**config.mk**
```make
export PLATFORM = sky130hd
export DESIGN_NAME = desc_ring_ptr_mgr
export DESIGN_NICKNAME = d
export VERILOG_FILES = /design/src/rtl/ring_ptr_pkg.sv /design/src/rtl/ring_cfg_regs.sv /design/src/rtl/ring_dir_ptr.sv /design/src/rtl/desc_ring_ptr_mgr.sv
export SDC_FILE = /design/constraint.sdc
export NUM_CORES = 1
export LEC_CHECK = 0
export BUFFER_PORTS_ARGS = -buffer_cell sky130_fd_sc_hd__buf_4
export CAP_MARGIN = 0
export CORE_MARGIN = 3
export CORE_UTILIZATION = 55
export CTS_CLUSTER_DIAMETER = 50
export DETAILED_ROUTE_END_ITERATION = 10
export PLACE_DENSITY = 0.83
export SLEW_MARGIN = 20
export SYNTH_ARGS = -nofsm -noshare
export SYNTH_HDL_FRONTEND = slang
export SYNTH_SLANG_ARGS = --single-unit
```
**constraint.sdc**
```tcl
create_clock -name clk -period 15.15 [get_ports clk]
set_clock_uncertainty 0.2 [all_clocks]
set_input_delay 2.2725 -clock clk [delete_from_list [all_inputs] [get_ports clk]]
set_output_delay 2.2725 -clock clk [all_outputs]
set_load 0.02 [all_outputs]
```
**src/rtl/ring_ptr_pkg.sv**
```systemverilog
package ring_ptr_pkg;

   localparam int DESC_BYTES = 8;
   localparam int NUM_DIR    = 2;
   localparam int OFS_W      = 12;

   typedef enum logic {
      DIR_TX = 1'b0,
      DIR_RX = 1'b1
   } ring_dir_e;

   localparam logic [OFS_W-1:0] OFS_TX_BASE = 12'h100;
   localparam logic [OFS_W-1:0] OFS_RX_BASE = 12'h104;
   localparam logic [OFS_W-1:0] OFS_SIZES   = 12'h10C;
   localparam logic [OFS_W-1:0] OFS_TX_CUR  = 12'h11C;
   localparam logic [OFS_W-1:0] OFS_RX_CUR  = 12'h120;
   localparam logic [OFS_W-1:0] OFS_TX_NEXT = 12'h134;
   localparam logic [OFS_W-1:0] OFS_RX_NEXT = 12'h138;
   localparam logic [OFS_W-1:0] OFS_CTRL    = 12'h144;

   localparam int SIZE_RX_LSB = 16;

   function automatic logic [OFS_W-1:0] cur_ofs(input ring_dir_e d);
      return (d == DIR_RX) ? OFS_RX_CUR : OFS_TX_CUR;
   endfunction

   function automatic logic [OFS_W-1:0] next_ofs(input ring_dir_e d);
      return (d == DIR_RX) ? OFS_RX_NEXT : OFS_TX_NEXT;
   endfunction

endpackage

```
**src/rtl/ring_cfg_regs.sv**
```systemverilog
module ring_cfg_regs
   import ring_ptr_pkg::*;
#(
   parameter int AW   = 32,
   parameter int SZ_W = 10,
   parameter int RA_W = 12
) (
   input  logic                            clk,
   input  logic                            rst_n,
   input  logic                            wr_en,
   input  logic [RA_W-1:0]                 wr_addr,
   input  logic [31:0]                     wr_data,
   output logic [NUM_DIR-1:0][AW-1:0]      base_q,
   output logic [NUM_DIR-1:0][SZ_W-1:0]    size_q,
   output logic                            soft_rst
);

   localparam logic [RA_W-1:0] A_TXB  = RA_W'(OFS_TX_BASE);
   localparam logic [RA_W-1:0] A_RXB  = RA_W'(OFS_RX_BASE);
   localparam logic [RA_W-1:0] A_SZ   = RA_W'(OFS_SIZES);
   localparam logic [RA_W-1:0] A_CTRL = RA_W'(OFS_CTRL);

   assign soft_rst = wr_en && (wr_addr == A_CTRL) && wr_data[0];

   for (genvar d = 0; d < NUM_DIR; d++) begin : g_dir
      localparam logic [RA_W-1:0] A_BASE = (d == 1) ? A_RXB : A_TXB;
      localparam int SZ_LSB = (d == 1) ? SIZE_RX_LSB : 0;

      always_ff @(posedge clk or negedge rst_n) begin
         if (!rst_n) begin
            base_q[d] <= '0;
            size_q[d] <= '0;
         end else if (wr_en) begin
            if (wr_addr == A_BASE) base_q[d] <= wr_data[AW-1:0];
            if (wr_addr == A_SZ)   size_q[d] <= wr_data[SZ_LSB +: SZ_W];
         end
      end
   end

endmodule

```
**src/rtl/ring_dir_ptr.sv**
```systemverilog
module ring_dir_ptr
   import ring_ptr_pkg::*;
#(
   parameter int AW   = 32,
   parameter int SZ_W = 10
) (
   input  logic            clk,
   input  logic            rst_n,
   input  logic [AW-1:0]   base,
   input  logic [SZ_W-1:0] size_fld,
   input  logic            soft_rst,
   input  logic            claim,
   input  logic            done,
   input  logic            sw_cur_we,
   input  logic            sw_next_we,
   input  logic [AW-1:0]   sw_data,
   output logic [AW-1:0]   cur_q,
   output logic [AW-1:0]   nxt_q,
   output logic [AW-1:0]   claim_addr,
   output logic            conflict_q
);

   localparam int EW = AW + 1;

   logic [SZ_W:0]   ring_len;
   logic [EW-1:0]   span_x, end_x, step_x;
   logic            nxt_fits;
   logic [AW-1:0]   nxt_adv;

   always_comb begin
      ring_len = {1'b0, size_fld} + (SZ_W+1)'(1);
      span_x   = EW'(ring_len) * EW'(DESC_BYTES);
      end_x    = {1'b0, base} + span_x;
      nxt_fits = (nxt_q >= base) &&
                 (({1'b0, nxt_q} + EW'(DESC_BYTES)) <= end_x);
      claim_addr = nxt_fits ? nxt_q : base;
      step_x   = {1'b0, cur_q} + EW'(DESC_BYTES);
      nxt_adv  = (step_x >= end_x) ? base : step_x[AW-1:0];
   end

   always_ff @(posedge clk or negedge rst_n) begin
      if (!rst_n) begin
         cur_q      <= '0;
         nxt_q      <= '0;
         conflict_q <= 1'b0;
      end else begin
         conflict_q <= claim && done;
         if (soft_rst) begin
            cur_q <= base;
            nxt_q <= base;
         end else begin
            if (claim)          cur_q <= claim_addr;
            else if (sw_cur_we) cur_q <= sw_data;
            if (done && !claim)           nxt_q <= nxt_adv;
            else if (sw_next_we && !done) nxt_q <= sw_data;
         end
      end
   end

   // the returned address always lies wholly inside the ring
   a_r4_claim_in_ring: assert property (@(posedge clk) disable iff (!rst_n)
      claim |-> (claim_addr >= base) &&
                (({1'b0, claim_addr} + EW'(DESC_BYTES)) <= end_x));

   // the current pointer takes up the claimed address
   a_r5_cur_takes_claim: assert property (@(posedge clk) disable iff (!rst_n)
      (claim && !soft_rst) |=> (cur_q == $past(claim_addr)));

   // after done the next pointer is one step on or back at the base
   a_r6_done_step: assert property (@(posedge clk) disable iff (!rst_n)
      (done && !claim && !soft_rst) |=>
         ((nxt_q == $past(base)) ||
          ({1'b0, nxt_q} == {1'b0, $past(cur_q)} + EW'(DESC_BYTES))));

   // soft reset puts both pointers on the base
   a_r7_soft_reset: assert property (@(posedge clk) disable iff (!rst_n)
      soft_rst |=> (cur_q == $past(base)) && (nxt_q == $past(base)));

   // a collision drops the done and flags it
   a_r9_conflict_flag: assert property (@(posedge clk) disable iff (!rst_n)
      (claim && done) |=> conflict_q);
   a_r9_next_held: assert property (@(posedge clk) disable iff (!rst_n)
      (claim && done && !soft_rst) |=> $stable(nxt_q));

endmodule

```
**src/rtl/desc_ring_ptr_mgr.sv**
```systemverilog
module desc_ring_ptr_mgr
   import ring_ptr_pkg::*;
#(
   parameter int AW   = 32,
   parameter int SZ_W = 10,
   parameter int RA_W = 12
) (
   input  logic            clk,
   input  logic            rst_n,
   input  logic            reg_wr,
   input  logic [RA_W-1:0] reg_addr,
   input  logic [31:0]     reg_wdata,
   output logic [31:0]     reg_rdata,
   input  logic            tx_claim,
   input  logic            tx_done,
   output logic [AW-1:0]   tx_desc_addr,
   output logic            tx_conflict,
   input  logic            rx_claim,
   input  logic            rx_done,
   output logic [AW-1:0]   rx_desc_addr,
   output logic            rx_conflict
);

   if (AW < 8 || AW > 32) begin : g_bad_aw
      $error("desc_ring_ptr_mgr: AW must lie in 8..32");
   end
   if (SZ_W < 1 || SZ_W > 16) begin : g_bad_sz
      $error("desc_ring_ptr_mgr: SZ_W must lie in 1..16");
   end
   if (RA_W < OFS_W) begin : g_bad_ra
      $error("desc_ring_ptr_mgr: RA_W too narrow for the register map");
   end

   logic [NUM_DIR-1:0][AW-1:0]   base_q;
   logic [NUM_DIR-1:0][SZ_W-1:0] size_q;
   logic                         soft_rst;
   logic [NUM_DIR-1:0]           claim_v, done_v, conf_v;
   logic [NUM_DIR-1:0][AW-1:0]   cur_v, nxt_v, addr_v;

   assign claim_v = {rx_claim, tx_claim};
   assign done_v  = {rx_done, tx_done};

   ring_cfg_regs #(.AW(AW), .SZ_W(SZ_W), .RA_W(RA_W)) u_cfg (
      .clk      (clk),
      .rst_n    (rst_n),
      .wr_en    (reg_wr),
      .wr_addr  (reg_addr),
      .wr_data  (reg_wdata),
      .base_q   (base_q),
      .size_q   (size_q),
      .soft_rst (soft_rst)
   );

   for (genvar d = 0; d < NUM_DIR; d++) begin : g_ring
      localparam ring_dir_e DIR = (d == 1) ? DIR_RX : DIR_TX;
      localparam logic [RA_W-1:0] A_CUR  = RA_W'(cur_ofs(DIR));
      localparam logic [RA_W-1:0] A_NEXT = RA_W'(next_ofs(DIR));

      ring_dir_ptr #(.AW(AW), .SZ_W(SZ_W)) u_ptr (
         .clk        (clk),
         .rst_n      (rst_n),
         .base       (base_q[d]),
         .size_fld   (size_q[d]),
         .soft_rst   (soft_rst),
         .claim      (claim_v[d]),
         .done       (done_v[d]),
         .sw_cur_we  (reg_wr && (reg_addr == A_CUR)),
         .sw_next_we (reg_wr && (reg_addr == A_NEXT)),
         .sw_data    (reg_wdata[AW-1:0]),
         .cur_q      (cur_v[d]),
         .nxt_q      (nxt_v[d]),
         .claim_addr (addr_v[d]),
         .conflict_q (conf_v[d])
      );
   end

   assign tx_desc_addr = addr_v[DIR_TX];
   assign rx_desc_addr = addr_v[DIR_RX];
   assign tx_conflict  = conf_v[DIR_TX];
   assign rx_conflict  = conf_v[DIR_RX];

   always_comb begin
      reg_rdata = '0;
      case (reg_addr)
         RA_W'(OFS_TX_BASE): reg_rdata = 32'(base_q[DIR_TX]);
         RA_W'(OFS_RX_BASE): reg_rdata = 32'(base_q[DIR_RX]);
         RA_W'(OFS_SIZES): begin
            reg_rdata[SZ_W-1:0]                     = size_q[DIR_TX];
            reg_rdata[SIZE_RX_LSB +: SZ_W]          = size_q[DIR_RX];
         end
         RA_W'(OFS_TX_CUR):  reg_rdata = 32'(cur_v[DIR_TX]);
         RA_W'(OFS_RX_CUR):  reg_rdata = 32'(cur_v[DIR_RX]);
         RA_W'(OFS_TX_NEXT): reg_rdata = 32'(nxt_v[DIR_TX]);
         RA_W'(OFS_RX_NEXT): reg_rdata = 32'(nxt_v[DIR_RX]);
         default:            reg_rdata = '0;
      endcase
   end

   // activity on one ring leaves the other ring's next pointer alone
   a_r10_rx_isolated: assert property (@(posedge clk) disable iff (!rst_n)
      (!rx_claim && !rx_done && !soft_rst && !reg_wr) |=> $stable(nxt_v[DIR_RX]) && $stable(cur_v[DIR_RX]));

endmodule

```
# Word-level counts from Yosys, hierarchy flattened
# Cells that the tools add are included.
# W data, S select, Z words.
[totals] reg_bits=214 in_bits=51 output_inout_bits=98 word_cells=77
[classes] addsub=8 n_lt_le_gt_ge=6 eq_ne=8 n_mux=20 n_reduce_logical=25
[ops] operator="$mux W32" n=16
[ops] operator="$pmux W10 S7" n=2
[ops] operator="$add A32 B4 Y33 const B" n=4
[ops] operator="$eq A12 B9 Y1 const B" n=8
[ops] operator="$pmux W6 S6" n=2
[ops] operator="$add A32 B14 Y33" n=2
[ops] operator="$ge A33 B33 Y1" n=2
[ops] operator="$le A33 B33 Y1" n=2
[ops] operator="$ge A32 B32 Y1" n=2
[ops] operator="$add A10 B1 Y11 const B" n=2
[ops] operator="$logic_and A1 B1 Y1" n=14
[ops] operator="$reduce_bool A3 Y1" n=4
[ops] operator="$reduce_and A2 Y1" n=3
[ops] operator="$logic_not A1 Y1" n=4

# Logic depth before layout (Yosys ltp)
# Gate-level depths: netlist of the first run.
[logic_depth] depth_word=7 mapped_depth=25 ltp_nobuf=24

# By module
# From an unflattened synthesis of the first run, not the netlist that was laid out.
[unflattened] cells_unflattened=2670 hier_area_um2=22975.8
[by_module_without_submodules] mod="ring_dir_ptr at g_ring[1].u_ptr" instances=1 cells_each=1119 area_each_um2=9103.7 seq_area_each_um2=1626.6
[by_module_without_submodules] mod="ring_dir_ptr at g_ring[0].u_ptr" instances=1 cells_each=1114 area_each_um2=8584.5 seq_area_each_um2=1626.6
[by_module_without_submodules] mod="ring_cfg_regs" instances=1 cells_each=187 area_each_um2=3522.1 seq_area_each_um2=2102.0
[by_module_without_submodules] mod="desc_ring_ptr_mgr" instances=1 cells_each=250 area_each_um2=1765.4 seq_area_each_um2=0.0

# Worst setup path before layout of the first run
# OpenSTA, ideal clock, no wires.
[synth_path] path_type="register -> output" startpoint="reg u_cfg.size_q[10] (netlist name)" endpoint="out rx_desc_addr[3]" t_arrival_ns=5.196 required_ns=12.678 setup_slack_ns=7.481 path_stages_with_launch=21 n_path_buf=1 path_cell_list="dfrtp_1 ha_1 xor2_1 ha_1 o21a_1 a2111oi_0 o31ai_1 a21oi_1 a21oi_1 nand3_1 xnor2_1 ha_1 a211o_1 a2111oi_0 nor4bb_1 a211oi_1 o41ai_1 maj3_1 a2bb2oi_2 buf_2 mux2i_1"
[synth_between] elab_chain_cells=5
[synth_lines] element="start: declaration" line="ring_cfg_regs.sv:14" source="output logic [NUM_DIR-1:0][SZ_W-1:0] size_q,"
[synth_lines] element="start signal: indexed assignment" line="ring_cfg_regs.sv:35" source="if (wr_addr == A_SZ) size_q[d] <= wr_data[SZ_LSB +: SZ_W];"
[synth_lines] element="$add A10 B1 Y11" line="ring_dir_ptr.sv:31" source="ring_len = {1'b0, size_fld} + (SZ_W+1)'(1);"
[synth_lines] element="$add A32 B14 Y33" line="ring_dir_ptr.sv:33" source="end_x = {1'b0, base} + span_x;"
[synth_lines] element="$le A33 B33 Y1" line="ring_dir_ptr.sv:35" source="(({1'b0, nxt_q} + EW'(DESC_BYTES)) <= end_x);"
[synth_lines] element="$logic_and A1 B1 Y1" line="ring_dir_ptr.sv:34" source="nxt_fits = (nxt_q >= base) &&"
[synth_lines] element="$mux W32" line="ring_dir_ptr.sv:36" source="claim_addr = nxt_fits ? nxt_q : base;"
[synth_lines] element="end: declaration" line="desc_ring_ptr_mgr.sv:20" source="output logic [AW-1:0] rx_desc_addr,"
# Every way passes these cells.

# Worst setup path after layout of the first run
[layout_path] startpoint="reg u_cfg.size_q[10] (netlist name)" endpoint="out rx_desc_addr[1]"
# The elaborated chain is that of the path after synthesis.

==> impl_metrics.yaml, run 1 <==
timing:
  finalSetupTns_ns: 0
  max_clock_freq_ghz: 0.106
  post-route-min-period_ns: 9.41
  tightest_slew_ns: 1.13
  finalCritPeriodShare: 0.621
  finalHoldViolations: 0
  slew_violations: 0
  rsz0062_at_grt: "no"
  slew_headroom: 0.242
  finalSetupViolCount: 0
pwr:
  p_total_mw: 2.59
  vdd_ir_drop_max_mv: 0.129
  p_leak_nw: 10.5
  power_density_nw_per_um2: 112
placement:
  post-place-cells: 2879
  dp_hpwl_microns: 59100
  place.gp.congestion: 0.999
  dpl_cell_area_sq_um: 22200
  io_buffers: 148
final_layout:
  finalNonFillerCells: 2932
  nNetsFinal: 2667
  areaGrowthSynthToFinish_pct: 11.6
  final_core_util: 0.628
  drive_gt1_frac: 0.160
  stdcell_area_sq_um: 23200
  antenna_cells: 0
detailed_routing:
  viasPerCell: 6.99
  wire_per_inst_microns: 26.6
  finalWirelength_microns: 77900
  drtIter0Drc: 2902
  drc_errors: 0
  routed-via-count: 20504
  drtAntennaViolNets: 0
  first_pass_iters: 8
clocking:
  cts_buffer_depth: 3
  cts_sinks: 214
  cts_root_buffer: "clkbuf_16"
  ctsHoldBuffers: 0
  cts_resized: 0
  insertion_delay_ns: 0.58
  htreeDepth: 1
  cts_setup_buffers: 0
  clkTransAtPathRegs_ns: 0.06
  cts_inserted_buffers: 28
  cts_tree: "built"
yosys:
  synth.area.mux_share: 0.112
  syn_area_per_cell_sq_um: 8.82
  ys_async_sr_fraction: 1.00
  ys_warn_count: 0
  yosysUniqueCellTypes: 83
  synth_top_family_by_area: "compound AO/OA/AOI/OAI gates"
  ys_ff_latch: 214
  yosys-top-cells-count: "nand2_1 (218), dfrtp_1 (214), ha_1 (208), o21ai_0 (148), xnor2_1 (129)"
  synth_top_cells_by_area: "dfrtp_1 (26%), ha_1 (13%), xnor2_1 (5.4%)"
  synth_top_area_cell: "dfrtp_1"
  synth_seq_area_share: 0.257
  synth-compound-area-share: 0.227
  syn_area_sq_um: 20800
  syn-instance-count: 2358
  synth_nets: 2619
  synthMostInstantiatedCell: "nand2_1"
  yosysTopAreaCellShare: 0.257
  yosys.area_share.simple: 0.145
  synth_xor_area_frac: 0.0796
  synth_edf_count: 0
  synth_ff_type: "dfrtp_1"
  synthAdderAreaFrac: 0.129
global_route:
  grt_overflow: 0
  grt_max_degree: 109
  grt_pass1_vias: 19641
  grt_antenna_before_repair: 0
  grt_usage: 0.372
  grt_pass1_wl_microns: 119000
critical_path:
  cp-start-kind: "flop"
  crit_type: "reg2out"
  cp.required_ns: 12.68
  critPathMaxFanout: 23
  arrival_ns: 6.94
  endpoint_kind: "output port"
die:
  dieWidth_microns: 200
  row_count: 70
  io_pins: 149
  start_util: 0.563
  die_y_microns: 200
  die_area_sq_um: 40200
  fp.coreArea_sq_um: 37000
flow_run:
  cap_violations: 0
hold_path:
  worstHoldPathType: "reg2reg"
run_status:
  outcome: "completed"
==> stage by stage <==
step	setup WS, ns	hold slack [ns]
after floorplan	7.48	0.294
after global placement	6.36	0.368
after detailed placement	6.18	0.403
after CTS	5.56	0.417
after global routing	5.24	0.445
final	5.74	0.420
==> state kept, by name (all words and copies together), names as in the netlist <==
| register | cells |
|---|---|
| g_ring.u_ptr.cur_q | 64 |
| u_cfg.size_q | 20 |
| g_ring.u_ptr.nxt_q | 64 |
| u_cfg.base_q | 64 |
| g_ring.u_ptr.conflict_q | 2 |
==> area by class of cell <==
cell class / instances / area [sq um]
multi-input combinational: 1888 / 14500
fill: 3200 / 13700
sequential: 214 / 5360
timing repair buffer: 168 / 1290
clock buffer: 32 / 716
tap: 504 / 631
inverter: 106 / 398
clock inverter: 20 / 319
==> critical path, stage by stage, from the launching register on <==
cell and delay, ns:
dfrtp_1 0.43, ha_1 0.24, inv_1 0.05, or2_2 0.32, xnor2_1 0.14, ha_1 0.35, nand2_1 0.08, o31ai_1 0.29
a21oi_1 0.19, a21oi_1 0.71, nand3_1 0.19, xnor2_1 0.25, ha_1 0.30, a211o_1 0.29, a2111oi_0 0.40, nor4bb_1 0.35
a211oi_1 0.09, o41ai_1 0.10, maj3_1 0.30, a2bb2oi_4 0.43, buf_16 0.25, mux2_1 0.38, buf_4 0.17
==> cells by family (layout without fill, tap and decap cells) <==
logic type,after synthesis,count (layout)
buffers and inverters,256,326
adder cells (fa/ha/maj),214,214
AO/OA/AOI/OAI,662,662
AND/OR/NAND/NOR,617,617
XOR/XNOR,186,186
multiplexers,209,209
flip-flops,214,214
==> report_power, final <==
part	internal (mW)	total, mW	switching [mW]
Clock	0.463	0.752	0.289
Sequential	0.631	0.800	0.169
Combinational	0.463	1.04	0.577
Total	1.56	2.59	1.03
==> cells in the final DEF, fill, tap and decap left out, types with 13 or more instances in the layout <==
cell / n
a211oi_1: 13
a21o_1: 52
a21oi_1: 77
a221o_1: 37
a22oi_1: 104
a31o_1: 26
a31o_2: 36
and2_1: 14
and3_1: 29
and4_1: 16
buf_4: 166
clkbuf_16: 28
dfrtp_1: 214
ha_1: 208
inv_1: 105
mux2_2: 75
mux2_4: 26
mux2i_1: 96
nand2_1: 218
nand2b_1: 14
nand3_1: 99
nand4_1: 57
nor2_1: 95
nor3_1: 20
o2111ai_1: 16
o21ai_0: 148
o221ai_1: 54
xnor2_1: 129
xor2_1: 55
==> path summary, 6_finish.rpt <==
path                       slack (ns)              from                   endpoint  cells after the start
setup / recovery                 5.74  u_cfg.size_q[10]            rx_desc_addr[1]                     22
hold / removal                   0.42  u_cfg.size_q[11]           u_cfg.size_q[11]                      1
setup reg to reg                 8.03   u_cfg.size_q[0]  g_ring[0].u_ptr.nxt_q[27]                     22
hold reg to reg                  0.42  u_cfg.size_q[11]           u_cfg.size_q[11]                      1
max in group asynchronous       11.24             rst_n  g_ring[1].u_ptr.cur_q[18]                      3
min in group asynchronous        1.53             rst_n           u_cfg.base_q[30]                      1
==> routing by layer <==
| layer | GRT usage | vias to the layer above | part of all wire |
|---|---|---|---|
| li1 | - | 8979 | - |
| met1 | 0.515 | 9930 | 0.40 |
| met2 | 0.565 | 1365 | 0.43 |
| met3 | 0.0843 | 230 | 0.12 |
| met4 | 0.150 | 0 | 0.050 |
| met5 | 0 | - | 0 |
No activity file was read; power rests on OpenSTA's default activity.
==> inputs of run 2 (changes only) <==
- clock period: 15.15 -> 9.6 ns (I/O delays scaled with it)
==> impl_metrics.yaml, run 2 (synthesis results as in run 1) <==
timing:
  rsz0062_at_grt: "no"
  finalSetupTns_ns: 0
  tightest_slew_ns: 1.14
  slew_headroom: 0.241
  setup_ws_ns: 0.992
  slew_violations: 0
  finalSetupViolCount: 0
  finalCritPeriodShare: 0.897
  max_clock_freq_ghz: 0.116
  post-route-min-period_ns: 8.61
  finalHoldViolations: 0
clocking:
  cts_buffer_depth: 3
  insertion_delay_ns: 0.60
  cts_setup_buffers: 0
  htreeDepth: 1
  clkTransAtPathRegs_ns: 0.06
  cts_tree: "built"
  cts_root_buffer: "clkbuf_16"
  cts_sinks: 214
  ctsHoldBuffers: 0
  cts_inserted_buffers: 31
  cts_resized: 0
critical_path:
  reg2reg_to: "g_ring[1].u_ptr.cur_q[4]"
  setup.worst_path.start: "u_cfg.size_q[10]"
  r2r_cells: 21
  endpoint_kind: "output port"
  cp_slowest_cell: "a2111oi_0"
  cp-start-kind: "flop"
  crit_type: "reg2out"
  cp.required_ns: 7.96
  critPathMaxFanout: 22
  r2r_start: "u_cfg.size_q[10]"
  max_stage_delay_ns: 0.60
  path_cells: "ha_1, xor2_1, ha_1, o21a_1, a2111oi_0, o31ai_1, a21oi_1, a21oi_1, nand3_1, xnor2_1, ha_1, a211o_1, a2111oi_0, nor4bb_1, a211oi_1, o41ai_1, maj3_1, a2bb2oi_4, buf_16, mux2_1, buf_4"
  arrival_ns: 6.97
  critPathCapture: "rx_desc_addr[4]"
  reg2reg_slack_ns: 2.85
  cp_common_cell: "ha_1"
final_layout:
  nNetsFinal: 2674
  antenna_cells: 0
  fillerInstances: 3162
  drive_gt1_frac: 0.164
  final_cell_mix: "nand2_1 (218), dfrtp_1 (214), ha_1 (208)"
  areaGrowthSynthToFinish_pct: 11.9
  largestRegisters: "g_ring.u_ptr.cur_q x64, g_ring.u_ptr.nxt_q x64, u_cfg.base_q x64"
  final_common_cell: "nand2_1"
  final_core_util: 0.630
global_route:
  grt_pass1_wl_microns: 122000
  grt_overflow: 0
  grt_antenna_before_repair: 1
  grt_max_degree: 81
  grt_pass1_vias: 19842
  grt_usage: 0.386
detailed_routing:
  routed-via-count: 20575
  wire_per_inst_microns: 27.5
  viasPerCell: 6.99
  drc_errors: 0
  drtAntennaViolNets: 0
  first_pass_iters: 8
  drtIter0Drc: 2600
  finalWirelength_microns: 80900
pwr:
  vdd_ir_drop_max_mv: 0.222
  power_density_nw_per_um2: 177
  p_leak_nw: 10.6
die:
  die_y_microns: 200
  row_count: 70
  dieWidth_microns: 200
  die_area_sq_um: 40200
  fp.coreArea_sq_um: 37000
  io_pins: 149
  start_util: 0.563
placement:
  io_buffers: 148
  dp_slack_ns: 1.44
  dp_hpwl_microns: 60900
  place.gp.congestion: 1.01
hold_path:
  worstHoldPathType: "reg2reg"
flow_run:
  cap_violations: 0
run_status:
  outcome: "completed"
==> run 2: changes by cell type in the layout (fill, tap and decap cells not counted), sizes merged <==
cell      before  now
clkinv         5   10
clkbuf        32   35
bufinv         7    3
buf          168  172
clkinvlp       5    2
inv          109  114
==> run 2: cell type report <==
| type | instances | area, sq um | share of cell area |
|---|---|---|---|
| Tap cell | 504 | 631 | 0.0271 |
| Timing Repair Buffer | 172 | 1320 | 0.0567 |
| Inverter | 106 | 398 | 0.0171 |
| Clock inverter | 23 | 256 | 0.0110 |
| Sequential cell | 214 | 5360 | 0.230 |
| Multi-Input combinational cell | 1888 | 14500 | 0.623 |
| Clock buffer | 35 | 811 | 0.0348 |
==> run 2: stage by stage <==
step	hold WS [ns]	total power [mW]	area (sq um)	instances
after floorplan	0.294	2.32	20800	2358
after global placement	0.370	2.82	22200	2883
after detailed placement	0.376	2.86	22200	2883
after CTS	0.390	4.05	23200	2941
after global routing	0.427	4.29	23300	2942
final	0.413	4.12	23300	2942
==> run 2: metal layers <==
metal / part of all wire / vias to the layer above / global-route usage
met3: 0.12 / 247 / 0.0983
met2: 0.43 / 1390 / 0.590
li1: - / 9007 / -
met1: 0.40 / 9929 / 0.528
met5: 0.00015 / - / 0
met4: 0.045 / 2 / 0.145
==> run 2: worst max-delay path: cells and delay by family (launching register included) <==
family,cells,cell delay [ns]
compound gates,10,3.06
xor+xnor,2,0.32
fa+ha+maj,4,1.18
buf+inv,2,0.42
flops,1,0.43
mux,1,0.38
simple gates,2,0.57
==> run 2: power breakdown <==
group | switching, mW | internal (mW) | leakage (nW)
logic | 0.921 | 0.731 | 7.48
clock network | 0.497 | 0.701 | 0.524
registers | 0.270 | 0.996 | 2.57
==> run 2: how the worst min path moves through the flow <==
stage	startpoint	endpoint	slack (ns)	cells past startpoint
after CTS	u_cfg.size_q[8]	u_cfg.size_q[8]	0.39	1
final	u_cfg.size_q[8]	u_cfg.size_q[8]	0.41	1
after detailed placement	u_cfg.size_q[8]	u_cfg.size_q[8]	0.38	1
after global placement	u_cfg.size_q[8]	u_cfg.size_q[8]	0.37	1
after floorplan	g_ring[1].u_ptr.nxt_q[0]	g_ring[1].u_ptr.nxt_q[0]	0.29	2
after global routing	u_cfg.size_q[11]	u_cfg.size_q[11]	0.43	1
